===== src/rtl/thrcal_pkg.sv =====
package thrcal_pkg;
  typedef enum logic [2:0] {
    ST_IDLE,
    ST_WRITE,
    ST_SETTLE,
    ST_DARKREQ,
    ST_FINAL,
    ST_DONE
  } cal_state_t;
endpackage


===== src/rtl/thrcal_sync.sv =====
module thrcal_sync #(
  parameter int STAGES = 2
) (
  input  logic clk,
  input  logic rst_n,
  input  logic async_i,
  output logic sync_o
);
  logic [STAGES-1:0] chain_q;

  always_ff @(posedge clk) begin
    if (!rst_n) chain_q <= '0;
    else        chain_q <= {chain_q[STAGES-2:0], async_i};
  end

  assign sync_o = chain_q[STAGES-1];
endmodule


===== src/rtl/thrcal_settle.sv =====
module thrcal_settle #(
  parameter int CNT_W = 9
) (
  input  logic             clk,
  input  logic             rst_n,
  input  logic             load_i,
  input  logic [CNT_W-1:0] count_i,
  output logic             expired_o
);
  logic [CNT_W-1:0] cnt_q;
  logic             run_q;

  always_ff @(posedge clk) begin
    if (!rst_n) begin
      cnt_q <= '0;
      run_q <= 1'b0;
    end else if (load_i) begin
      cnt_q <= count_i;
      run_q <= 1'b1;
    end else if (run_q) begin
      if (cnt_q == '0) run_q <= 1'b0;
      else             cnt_q <= cnt_q - 1'b1;
    end
  end

  assign expired_o = run_q && (cnt_q == '0);

  AST_SETTLE_NOT_EARLY: assert property (@(posedge clk) disable iff (!rst_n)
    (load_i && count_i != '0) |=> !expired_o);
endmodule


===== src/rtl/thrcal_seq.sv =====
module thrcal_seq
  import thrcal_pkg::*;
#(
  parameter int CODE_W      = 12,
  parameter int SETTLE_W    = 8,
  parameter int SYNC_STAGES = 2
) (
  input  logic                clk,
  input  logic                rst_n,
  input  logic                start_i,
  input  logic [SETTLE_W-1:0] settle_cycles_i,
  input  logic                cmp_async_i,
  input  logic                dark_ack_i,
  input  logic                dac_ready_i,
  output logic                dac_valid_o,
  output logic [CODE_W-1:0]   dac_code_o,
  output logic                dark_req_o,
  output logic [CODE_W-1:0]   high_code_o,
  output logic [CODE_W-1:0]   dark_code_o,
  output logic                busy_o,
  output logic                done_o,
  output logic                err_o
);
  localparam int CNT_W = SETTLE_W + 1;
  localparam logic [CODE_W-1:0] CODE_TOP = '1;

  cal_state_t        state_q;
  logic [CODE_W-1:0] code_q, high_q, dark_q;
  logic              pass_q, err_q;
  logic              cmp_s, expired, accept;
  logic [CODE_W:0]   pair_sum;
  logic [CNT_W-1:0]  settle_load;

  thrcal_sync #(.STAGES(SYNC_STAGES)) u_sync (
    .clk(clk), .rst_n(rst_n), .async_i(cmp_async_i), .sync_o(cmp_s)
  );

  assign settle_load = {1'b0, settle_cycles_i} + CNT_W'(SYNC_STAGES);

  thrcal_settle #(.CNT_W(CNT_W)) u_settle (
    .clk(clk), .rst_n(rst_n), .load_i(accept && state_q == ST_WRITE),
    .count_i(settle_load), .expired_o(expired)
  );

  assign dac_valid_o = (state_q == ST_WRITE) || (state_q == ST_FINAL);
  assign accept      = dac_valid_o && dac_ready_i;
  assign pair_sum    = {1'b0, high_q} + {1'b0, code_q};

  always_ff @(posedge clk) begin
    if (!rst_n) begin
      state_q <= ST_IDLE;
      code_q  <= '0;
      high_q  <= '0;
      dark_q  <= '0;
      pass_q  <= 1'b0;
      err_q   <= 1'b0;
    end else begin
      unique case (state_q)
        ST_IDLE: if (start_i) begin
          code_q  <= '0;
          high_q  <= '0;
          dark_q  <= '0;
          pass_q  <= 1'b0;
          err_q   <= 1'b0;
          state_q <= ST_WRITE;
        end
        ST_WRITE: if (accept) state_q <= ST_SETTLE;
        ST_SETTLE: if (expired) begin
          if (cmp_s) begin
            if (!pass_q) begin
              high_q  <= code_q;
              state_q <= ST_DARKREQ;
            end else begin
              dark_q  <= code_q;
              code_q  <= pair_sum[CODE_W:1];
              state_q <= ST_FINAL;
            end
          end else if (code_q == CODE_TOP) begin
            err_q   <= 1'b1;
            state_q <= ST_IDLE;
          end else begin
            code_q  <= code_q + 1'b1;
            state_q <= ST_WRITE;
          end
        end
        ST_DARKREQ: if (dark_ack_i) begin
          pass_q  <= 1'b1;
          code_q  <= '0;
          state_q <= ST_WRITE;
        end
        ST_FINAL: if (accept) state_q <= ST_DONE;
        ST_DONE:  state_q <= ST_IDLE;
        default:  state_q <= ST_IDLE;
      endcase
    end
  end

  assign dac_code_o  = code_q;
  assign dark_req_o  = (state_q == ST_DARKREQ);
  assign high_code_o = high_q;
  assign dark_code_o = dark_q;
  assign busy_o      = (state_q != ST_IDLE);
  assign done_o      = (state_q == ST_DONE);
  assign err_o       = err_q;

  AST_HOLD_WHILE_STALLED: assert property (@(posedge clk) disable iff (!rst_n)
    (dac_valid_o && !dac_ready_i) |=> (dac_valid_o && $stable(dac_code_o)));
  AST_DONE_SINGLE: assert property (@(posedge clk) disable iff (!rst_n)
    done_o |=> !done_o);
  AST_NO_WRITE_IN_REQ: assert property (@(posedge clk) disable iff (!rst_n)
    dark_req_o |-> !dac_valid_o);
  AST_ERR_NOT_DONE: assert property (@(posedge clk) disable iff (!rst_n)
    err_o |-> !done_o);
  AST_REQ_WHILE_BUSY: assert property (@(posedge clk) disable iff (!rst_n)
    dark_req_o |-> busy_o);
endmodule


===== config.mk =====
export PLATFORM = sky130hd
export DESIGN_NAME = thrcal_seq
export DESIGN_NICKNAME = d
export VERILOG_FILES = /design/src/rtl/thrcal_pkg.sv /design/src/rtl/thrcal_sync.sv /design/src/rtl/thrcal_settle.sv /design/src/rtl/thrcal_seq.sv
export SDC_FILE = /design/constraint.sdc
export NUM_CORES = 1
export LEC_CHECK = 0
export BUFFER_PORTS_ARGS = -buffer_cell sky130_fd_sc_hd__buf_4
export CELL_PAD_IN_SITES_DETAIL_PLACEMENT = 1
export CELL_PAD_IN_SITES_GLOBAL_PLACEMENT = 2
export CORE_UTILIZATION = 35
export DETAILED_ROUTE_END_ITERATION = 12
export GPL_ROUTABILITY_DRIVEN = 0
export PLACE_DENSITY_LB_ADDON = 0.1
export SYNTH_ARGS = -nofsm -noshare
export SYNTH_HDL_FRONTEND = slang
export SYNTH_HIERARCHICAL = 1
export SYNTH_SLANG_ARGS = --single-unit

===== constraint.sdc =====
create_clock -name clk -period 6.55 [get_ports clk]
set_input_delay 0.655 -clock clk [delete_from_list [all_inputs] [get_ports clk]]
set_output_delay 0.655 -clock clk [all_outputs]
set_load 0.01 [all_outputs]

Yosys cells after proc, flatten, opt, wreduce, memory -nomap -nowiden
Index checks and enable logic that the tools add are counted.
- flip-flop bits (word level): 53
- bits of input ports: 14
- add/subtract/negate cells: 4
- equality and inequality tests: 19
- mux-type cells: 37
- reduce and logical (&&, ||, !) cells: 18
- operators with widths (operator ; count):
    $mux 12 ; 12
    $pmux 12 s2 ; 2
    $pmux 12 s3 ; 1
    $mux 9 ; 3
    $mux 3 ; 7
    $reduce_and 5->1 ; 4
    $ne 2x2->1 const B ; 9
    $pmux 3 s5 ; 1
    $add 12x12->13 ; 1
    $add 12x1->12 const B ; 1
    $eq 12x12->1 const B ; 1
    $add 8x2->9 const B ; 1
    $logic_not 9->1 ; 1
    $mux 1 ; 9
    $sub 9x1->9 const B ; 1
    $eq 3x2->1 const B ; 2
    $eq 3x3->1 const B ; 2
    $reduce_and 6->1 ; 1
    $reduce_bool 2->1 ; 3
    $reduce_bool 3->1 ; 2
    $ne 2x1->1 const B ; 2
    $pmux 1 s2 ; 2
    $eq 3x1->1 const B ; 1
    $logic_and 1x1->1 ; 3
    6 further kinds ; 6

Longest topological paths before layout
- depth in word-level cells: 6
- gate-level depth with buffers: 12
- mapped depth without buffers: 11

Hierarchy
The synthesis kept the hierarchy.
- modules (own cells, without submodules) (module ; times used ; cells an instance ; area each (µm²) ; seq. area each (µm²)):
    thrcal_seq ; 1 ; 344 ; 2696.3 ; 820.8
    thrcal_settle ; 1 ; 66 ; 549.3 ; 200.2
    thrcal_sync ; 1 ; 4 ; 52.6 ; 40.0

Worst setup path before layout
Ideal clock, no wire load.
- kind: flip-flop to flip-flop
- start point: register u_settle.cnt_q[2]
- end point: register code_q[9] (netlist: dac_code_o[9])
- library setup time: 58 ps
- arrival: 2835 ps
- path slack: 3657 ps
- stages on the path, launching flop included: 11
- buffers on the path: 1
- clock period less this slack: 2893 ps
- cell sequence: dfxtp_1 or4_4 or4_1 nor2_1 mux2i_1 a21oi_2 or3b_1 buf_2 nand3b_1 a21boi_1 a211o_1
- word-level cells in the longest chain between the ends: 4
- ends and longest elaborated chain (element ; RTL line ; text):
    start: declaration ; thrcal_settle.sv:10 ; logic [CNT_W-1:0] cnt_q;
    start signal: assignment ; thrcal_settle.sv:18 ; cnt_q <= count_i;
    start signal: assignment ; thrcal_settle.sv:22 ; else cnt_q <= cnt_q - 1'b1;
    $logic_not 9->1 ; thrcal_settle.sv:26 ; assign expired_o = run_q && (cnt_q == '0);
    $logic_and 1x1->1 ; thrcal_settle.sv:26 ;
    named net expired ; thrcal_seq.sv:30 ; logic cmp_s, expired, accept;
    $ne 2x2->1 (no source line) ; -- ;
    $reduce_and 6->1 (no source line) ; -- ;
    end signal: assignment ; thrcal_seq.sv:75 ; code_q <= pair_sum[CODE_W:1];
    end signal: assignment ; thrcal_seq.sv:82 ; code_q <= code_q + 1'b1;
    end: declaration ; thrcal_seq.sv:28 ; logic [CODE_W-1:0] code_q, high_q, dark_q;
The timed path passes the listed nets, and every way through them passes these cells.
A chain may end at the register's enable or synchronous reset.

Worst setup path after layout
Same ends and word-level chain as after synthesis.

==> qor.csv <==
metric,value,unit
cp_data_required_time,6810,ps
vias_per_cell,5.506,
final-setup-viol-count,0,
grt_pass1_wl,15950,um
multi_input_area,2077,sq um
clk_latency,310,ps
reg2reg_depth,9,
dieHeight,99.08,um
cts.path.max_buffers,2,
initial_core_util,0.3586,
fillers,1157,
syn_inst,414,
synth_edf_count,0,
antenna_found_initial,0,
path_clk_slew,100,ps
ioPinCount,55,
rsz0062_at_grt,no,
placed_cell_area,3757,sq um
finClkSkew,5.454,ps
dp_cells,557,
relSlewSlack,0.3099,
port_buffers,54,
grt-ovfl-total,0,
timing.fmax,307.2,MHz
slowest_stage,or4_4,
period_needed,3255,ps
synth-seq-cells,53,
tns,0,ps
synth.avg_cell_area,7.967,sq um
cp_num_buf_inv,0,
cp_top_family,simple AND/OR/NAND/NOR gates,
crit_cells,9,
post-cts-setup-buffer-count,0,
area_delta_synth_final,17.00,%
cts_resized,0,
antenna_cells,0,
synth_cell_types,59,
fin_area,3859,sq um
htree_levels,2,
core_area,9196,sq um
cp-end-kind,flop,
drive_gt1_frac,0.1564,
worstPathArrival,3510,ps
critPathKind,reg2reg,
drc,0,
final_cells,565,
power_density,179.2,nW/um^2
crit_fanout,8,
grt_max_degree,55,
worst_pin_slew,1034,ps
crit_chain,"or4_4, or4_1, nor2_1, mux2i_1, a21oi_2, or3b_1, nand3b_1, a21boi_1, a211o_1",
async_reset_ff_frac,0,
fin_nets,482,
cts_tree,yes,
die_w,99.08,um
wirelength,9783,um
hold_viol,0,
ys_warn_count,6,
cts_root_buf,clkbuf_8,
hold_buffers,0,
cp-start-kind,flop,
cts_buffers,5,
min_path_cells,1,
fin_crit_sh,0.4970,
cts_sinks,53,
die_area,9816,sq um
ys_seq_area_frac,0.3217,
peakVddDrop,0.1055,mV
synth_flop_cell,dfxtp_1,
seq_area,1061,sq um
drt_pass1_iterations,5,
syn-cell-area,3298,sq um
rows,35,
synth_nets,443,
grt_util_all_layers,0.2032,
hpwl,6960,um
wl_per_cell,17.32,um
vias,3111,
drtAntennaViolNets,0,
outcome,"finished, final reports clean",
max_stage_delay,560,ps
maxCapViolCount,0,
hold_path.class,reg2reg,
first_iter_violations,95,
grt_pass1_vias,3097,
drv_slew,0,
p_leak,0.001527,uW
## per-layer routing
layer  wire, um  track usage  vias up
li1           -            -     1561
met1       5146       0.2980     1488
met2       4234       0.3238       58
met3        355      0.02411        4
met4         47      0.03394        0
met5          0            0        -
## sequential cells by signal, summed over array words and instances, names as in the netlist
signal and cells:
dac_code_o 12, dark_code_o 12, high_code_o 12, u_settle/cnt_q 9
state_q 3, u_sync/chain_q 2, err_o 1, pass_q 1
u_settle/run_q 1
## cells by family after synthesis
kind of cell / after synthesis / synth area share
xor gates and xnor gates: 23 / 0.06108
buffers and inverters: 40 / 0.05046
AOI/OAI and AO/OA: 110 / 0.2284
DFF: 53 / 0.3217
and+or+nand+nor: 171 / 0.2731
muxes: 2 / 0.006070
adders and majority gates: 15 / 0.05918
## layout make-up
type,instances,share of cell area
sequential,53,0.2750
timing repair buffer,56,0.1089
clock inverter,1,0.001297
inverter,16,0.01556
multi-input combinational,321,0.5383
tap,111,0.03599
clock buffer,7,0.02497
## through the flow
stage / utilization / power, uW / hold slack, ps / setup WS [ps]
floorplan: - / 445.8 / 411.8 / 3657
global placement: 0.4086 / 484.2 / 424.9 / 3441
detailed placement: 0.4086 / 487.4 / 425.6 / 3341
CTS: 0.4196 / 699.9 / 450.0 / 3305
global route: 0.4196 / 728.7 / 467.4 / 3082
finish: 0.4196 / 691.5 / 447.0 / 3295
## cell usage after synthesis (all sizes together), types with 2 or more instances
cell type | count | share of area
and2 | 7 | 0.013
a31oi | 7 | 0.013
a311oi | 4 | 0.011
nor2b | 9 | 0.017
a21boi | 31 | 0.071
nand3b | 3 | 0.0068
o31ai | 4 | 0.0091
nor3b | 4 | 0.011
o21ai | 21 | 0.032
nor2 | 18 | 0.020
dfxtp | 53 | 0.32
nand2 | 44 | 0.050
nand2b | 6 | 0.011
o2bb2ai | 2 | 0.0053
nand3 | 46 | 0.071
mux2i | 2 | 0.0061
nor3 | 7 | 0.011
and3 | 8 | 0.015
clkbuf | 13 | 0.015
buf | 11 | 0.017
xor2 | 7 | 0.019
a2111o | 2 | 0.0068
or3b | 2 | 0.0053
a21oi | 22 | 0.035
ha | 14 | 0.053
inv | 16 | 0.018
nand4 | 2 | 0.0038
o21a | 3 | 0.0068
a211o | 3 | 0.0080
xnor2 | 16 | 0.042
nor4 | 6 | 0.011
or4 | 3 | 0.0080
## power breakdown
group          internal [uW]  leakage [uW]  switching, uW
combinational           50.5       0.00104           81.6
sequential               332      0.000429           16.0
clock                   96.1     0.0000542            115
total                    479       0.00153            213
## layout by cell type, fill, tap and decap left out, types with 8 or more instances in the layout
master / count
buf_4: 56
dfxtp_1: 53
nand3_1: 45
nand2_1: 44
a21boi_0: 24
a21oi_1: 21
o21ai_0: 20
nor2_1: 18
inv_1: 16
xnor2_1: 16
ha_1: 14
nor2b_1: 9
and3_1: 8
## path summary, 6_finish.rpt
check / slack, ps / to / startpoint
max: 3290 / dac_code_o[9] / u_settle/cnt_q[2]
min: 450 / u_sync/chain_q[1] / u_sync/chain_q[0]
max reg2reg: 3290 / dac_code_o[9] / u_settle/cnt_q[2]
min reg2reg: 450 / u_sync/chain_q[1] / u_sync/chain_q[0]
No activity file was read; power rests on OpenSTA's default activity.
